==> src/rtl/ext_hook_unit.sv <==
module ext_hook_unit #(
  parameter int OPW = 6,
  parameter int RW  = 5,
  parameter int DW  = 32,
  parameter int LAT = 4
) (
  input  logic           clk,
  input  logic           rst_n,
  input  logic           dec_valid,
  input  logic [OPW-1:0] dec_opcode,
  input  logic [RW-1:0]  dec_rs1,
  input  logic [RW-1:0]  dec_rs2,
  input  logic [RW-1:0]  dec_rd,
  input  logic [DW-1:0]  rs1_val,
  input  logic [DW-1:0]  rs2_val,
  input  logic [DW-1:0]  alu_result,
  input  logic           base_wb_en,
  input  logic           base_mem_en,
  input  logic           ext_present,
  input  logic [7:0]     ext_cover,
  output logic           tap_valid,
  output logic [OPW-1:0] tap_opcode,
  output logic [RW-1:0]  tap_rs1,
  output logic [RW-1:0]  tap_rs2,
  output logic           ext_start,
  output logic           ext_done,
  output logic           stall,
  output logic           mem_en,
  output logic           wb_en,
  output logic [RW-1:0]  wb_rd,
  output logic [DW-1:0]  wb_data
);
  localparam int CW = $clog2(LAT + 1);
  localparam int SW = $clog2(DW);

  logic          is_res, covered, busy;
  logic [CW-1:0] cnt;
  logic [DW-1:0] op_a, op_b, ext_result;
  logic [2*DW-1:0] rot_w;

  assign tap_valid  = dec_valid;
  assign tap_opcode = dec_opcode;
  assign tap_rs1    = dec_rs1;
  assign tap_rs2    = dec_rs2;

  assign is_res    = dec_valid && (&dec_opcode[OPW-1:3]);
  assign covered   = ext_present && ext_cover[dec_opcode[2:0]];
  assign ext_start = is_res && covered && !busy;
  assign ext_done  = busy && (cnt == '0);
  assign stall     = ext_start || (busy && !ext_done);
  assign mem_en    = dec_valid && !is_res && base_mem_en;

  assign rot_w      = {op_a, op_a} << op_b[SW-1:0];
  assign ext_result = rot_w[2*DW-1:DW] ^ op_b;

  always_ff @(posedge clk or negedge rst_n) begin
    if (!rst_n) begin
      busy <= 1'b0;
      cnt  <= '0;
      op_a <= '0;
      op_b <= '0;
    end else if (ext_start) begin
      busy <= 1'b1;
      cnt  <= CW'(LAT - 1);
      op_a <= rs1_val;
      op_b <= rs2_val;
    end else if (ext_done) begin
      busy <= 1'b0;
    end else if (busy) begin
      cnt <= cnt - 1'b1;
    end
  end

  always_ff @(posedge clk or negedge rst_n) begin
    if (!rst_n) begin
      wb_en   <= 1'b0;
      wb_rd   <= '0;
      wb_data <= '0;
    end else begin
      wb_en   <= dec_valid && !stall && (is_res ? ext_done : base_wb_en);
      wb_rd   <= dec_rd;
      wb_data <= ext_done ? ext_result : alu_result;
    end
  end
endmodule


==> config.mk <==
export PLATFORM = sky130hd
export DESIGN_NAME = ext_hook_unit
export DESIGN_NICKNAME = d
export VERILOG_FILES = /design/src/rtl/ext_hook_unit.sv
export SDC_FILE = /design/constraint.sdc
export NUM_CORES = 1
export LEC_CHECK = 0
export ABC_CLOCK_PERIOD_IN_PS = 3100
export BUFFER_PORTS_ARGS = -buffer_cell sky130_fd_sc_hd__buf_2
export CAP_MARGIN = 10
export CORE_UTILIZATION = 45
export CTS_BUF_LIST = sky130_fd_sc_hd__clkbuf_4 sky130_fd_sc_hd__clkbuf_8
export DETAILED_ROUTE_END_ITERATION = 16
export PLACE_DENSITY = 0.77
export SLEW_MARGIN = 20
export SYNTH_ARGS = -nofsm -noshare
export SYNTH_HDL_FRONTEND = slang
export SYNTH_SLANG_ARGS = --single-unit
==> constraint.sdc <==
create_clock -name clk -period 3.1 [get_ports clk]
set_input_delay 0.155 -clock clk [delete_from_list [all_inputs] [get_ports clk]]
set_output_delay 0.155 -clock clk [all_outputs]
set_load 0.02 [all_outputs]
==> summary.md <==
| Metric | Value |
|---|---|
| Vias/cell | around 5.5 |
| Met2 WL | around 8600 µm |
| Power, Total | roughly 5 mW |
| Yosys warns | 0 |
| Syn Inst Count | approximately 450 |
| First-pass iteration count of the detailed router | 5 |
| Core Rows | between 40 and 50 |
| Area contributors post-synth | dfrtp_1 (43%), mux4_2 (23%), mux2_1 (12%) |
| Top Layer Used | met4 |
| Max_cap viols | 0 |
| Antenna Nets Post-Route | 0 |
| Sequential area share after synthesis | 42.5% |
| Area Growth Syn to Fin | 34.0% |
| Worst Clk Skew | 0.0114 ns |
| # nets final | a little over 800 |
| Core area | 13400 µm² |
| GRT overflow | 0 |
| Via count | between 4000 and 5000 |
| Die height | between 100 and 150 µm |
| Total CTS buffers | 9 |
| H-Tree Depth | 3 |
| GRT Util Overall | approximately a quarter |
| Largest area contributor in the netlist | dfrtp_1 |
| Routed len/inst | roughly 19 µm |
| Worst hold margin | between 0.06 and 0.07 ns |
| Status | finished, final reports clean |
| IO buf count | about 170 |
| Clk slew on worst S/H paths | 0.10 ns |
| HPWL Detailed | 12000 µm |
| Post-layout min period | between 2 and 3 ns |
| Slew margin rel. | between 50% and 60% |
| # IOs | 190 |
| Chip width | about 120 µm |
| Worst-Margin Slew | between 0.6 and 0.7 ns |
| GP Congestion | between 1 and 1.5 |
| #FFs+latches synth | about 110 |
| DRC Markers | 0 |
| Fin crit share | 82.9% |
| Yosys top cell area share | between 40 and 50% |
| Post-CTS Setup Inserts | 0 |
| Initial Utilization | 46.6% |
| Setup crit end kind | flip-flop |
| Async S/R FF share, synth | 100% |
| Iter 0 DRT Violations | approximately 280 |
| Hold Path Class | primary input to flip-flop |
| Maximum vdd drop | 350 µV |
| Drt total wl | ~17000 µm |
| Final hold violation count | 0 |
| Worst-Skew Late Latency | between 0.3 and 0.4 ns |
| CTS Root Cell | clkbuf_8 |
| Net Count, Synth | slightly below 600 |
| CTS tree | yes |
| Die area | ~14000 µm² |
| PD cells | approximately 600 nW/µm² |
| Synth cell types | 31 |
| Global-route wire length before repair | around 27000 µm |
| Leak pwr | ~3.9 nW |
| Setup CP Type | flip-flop to flip-flop |
| Endpoints failing setup | 0 |
| Vias in the first global route | about 5100 |
| Largest net degree at the start of global routing | between 50 and 60 |
| EDFF count, synth | 0 |
| Syn Std Cell Area | around 6200 µm² |
| Fill cells | 1003 |
| Ant diodes | 0 |
| Max Freq | 0.389 GHz |
| Worst setup SP type | flip-flop |
| Worst EP arrival | between 2 and 3 ns |
| Met1 Wirelength | approximately 6500 µm |
| Slew Limit Fails | 0 |
| DP Worst Slack | ~0.55 ns |
| Unrepaired setup endpoints after global routing | false |
| Top FF cell, synth | dfrtp_1 |
| Antenna violations before repair | 0 |
| Post-CTS sizing | 0 |
| Final setup margin | around 0.53 ns |
| Sink Count | 106 |
| Placed insts | between 700 and 800 |
| Share of post-route cells with drive strength above 1 | 38.4% |
| Final Instance Count excl. Fillers | about 880 |
| TNS Setup | 0 ns |
| Met3 wire len | around 1300 µm |
| Syn Area/Cell | 13.8 µm² |
| Clock buffer depth | 2 |
| Critical Path Fanout Max | 15 |
| Number of hold buffers added after cts | 102 |
| WP data required | about 3.4 ns |
## Yosys cell counts, drive strengths merged, types with 2 or more instances
library cell,count
mux4,65
clkbuf,15
xnor2,2
inv,7
dfrtp,106
nand2,42
xor2,28
mux2i,35
o31ai,2
o21ai,31
buf,37
ha,2
mux2,64
nand3,2
nor2,3
## per-stage QoR
step           util, %  instance area [µm²]
2_1_floorplan        -                 6240
3_3_place_gp      53.4                 7160
3_5_place_dp      53.4                 7160
4_1_cts           62.4                 8360
5_1_grt           62.4                 8360
6_report          62.4                 8360
## report_power, final
part / switching, mW / leakage [nW] / internal (mW) / total, mW
logic: 1.11 / 2.48 / 1.21 / 2.33
registers: 0.273 / 1.32 / 1.62 / 1.90
clock network: 0.472 / 0.0765 / 0.312 / 0.783
total: 1.86 / 3.88 / 3.15 / 5.01
## routing by layer
metal | vias to the layer above | track usage (%)
li1 | 2154 | -
met1 | 2420 | 29.5
met2 | 241 | 42.7
met3 | 37 | 6.99
met4 | 0 | 7.27
met5 | - | 0
## registers in the layout, summed over array words and instances (netlist names)
register  flops
cnt           3
busy          1
wb_en         1
wb_data      32
wb_rd         5
op_b         32
op_a         32
## cell usage in the layout (no fill, tap or decap), drive strengths merged, types with 3 or more instances in the layout
master       Yosys  layout
buf             37     185
clkbuf          15      10
clkinvlp         0       5
dfrtp          106     106
dlygate4sd3      0     102
inv              7       7
mux2            64      64
mux2i           35      35
mux4            65      65
nand2           42      42
nor2             3       3
o21ai           31      31
xor2            28      28
## worst max-delay path, stage by stage, from the launching register on
cell and delay (ns):
dfrtp_2 0.66, buf_4 0.26, mux4_2 0.55, mux2i_1 0.31, mux4_2 0.34, xor2_1 0.21, o21ai_1 0.09
## worst paths after layout
path	from	slack, ns	endpoint	cells after the start
worst max-delay path	op_b[1]$_DFFE_PN0P_	0.53	wb_data[1]$_DFF_PN0_	6
worst min-delay path	dec_valid	0.07	wb_en$_DFF_PN0_	2
worst min register to register	op_b[9]$_DFFE_PN0P_	0.52	op_b[9]$_DFFE_PN0P_	1
min in group asynchronous	rst_n	0.33	wb_data[13]$_DFF_PN0_	2
max in group asynchronous	rst_n	1.72	op_a[28]$_DFFE_PN0P_	3
worst max register to register	op_b[1]$_DFFE_PN0P_	0.53	wb_data[1]$_DFF_PN0_	6
## cell type report
class                      instances  area (µm²)  share of cell area [%]
multi-input combinational        287        3260                    38.9
sequential                       106        2650                    31.7
timing repair buffer             287        2030                    24.2
tap                              176         220                    2.63
clock buffer                      10         138                    1.65
clock inverter                     6        42.5                   0.509
inverter                           7        26.3                   0.314
## kinds of logic after synthesis
logic type | synth area share [%]
muxes | 40.6
DFF | 42.5
buffers and inverters | 5.37
and+or+nand+nor | 3.51
AOI/OAI and AO/OA | 3.37
xor gates and xnor gates | 4.21
adders and majority gates | 0.401
No activity file was read; power rests on OpenSTA's default activity.
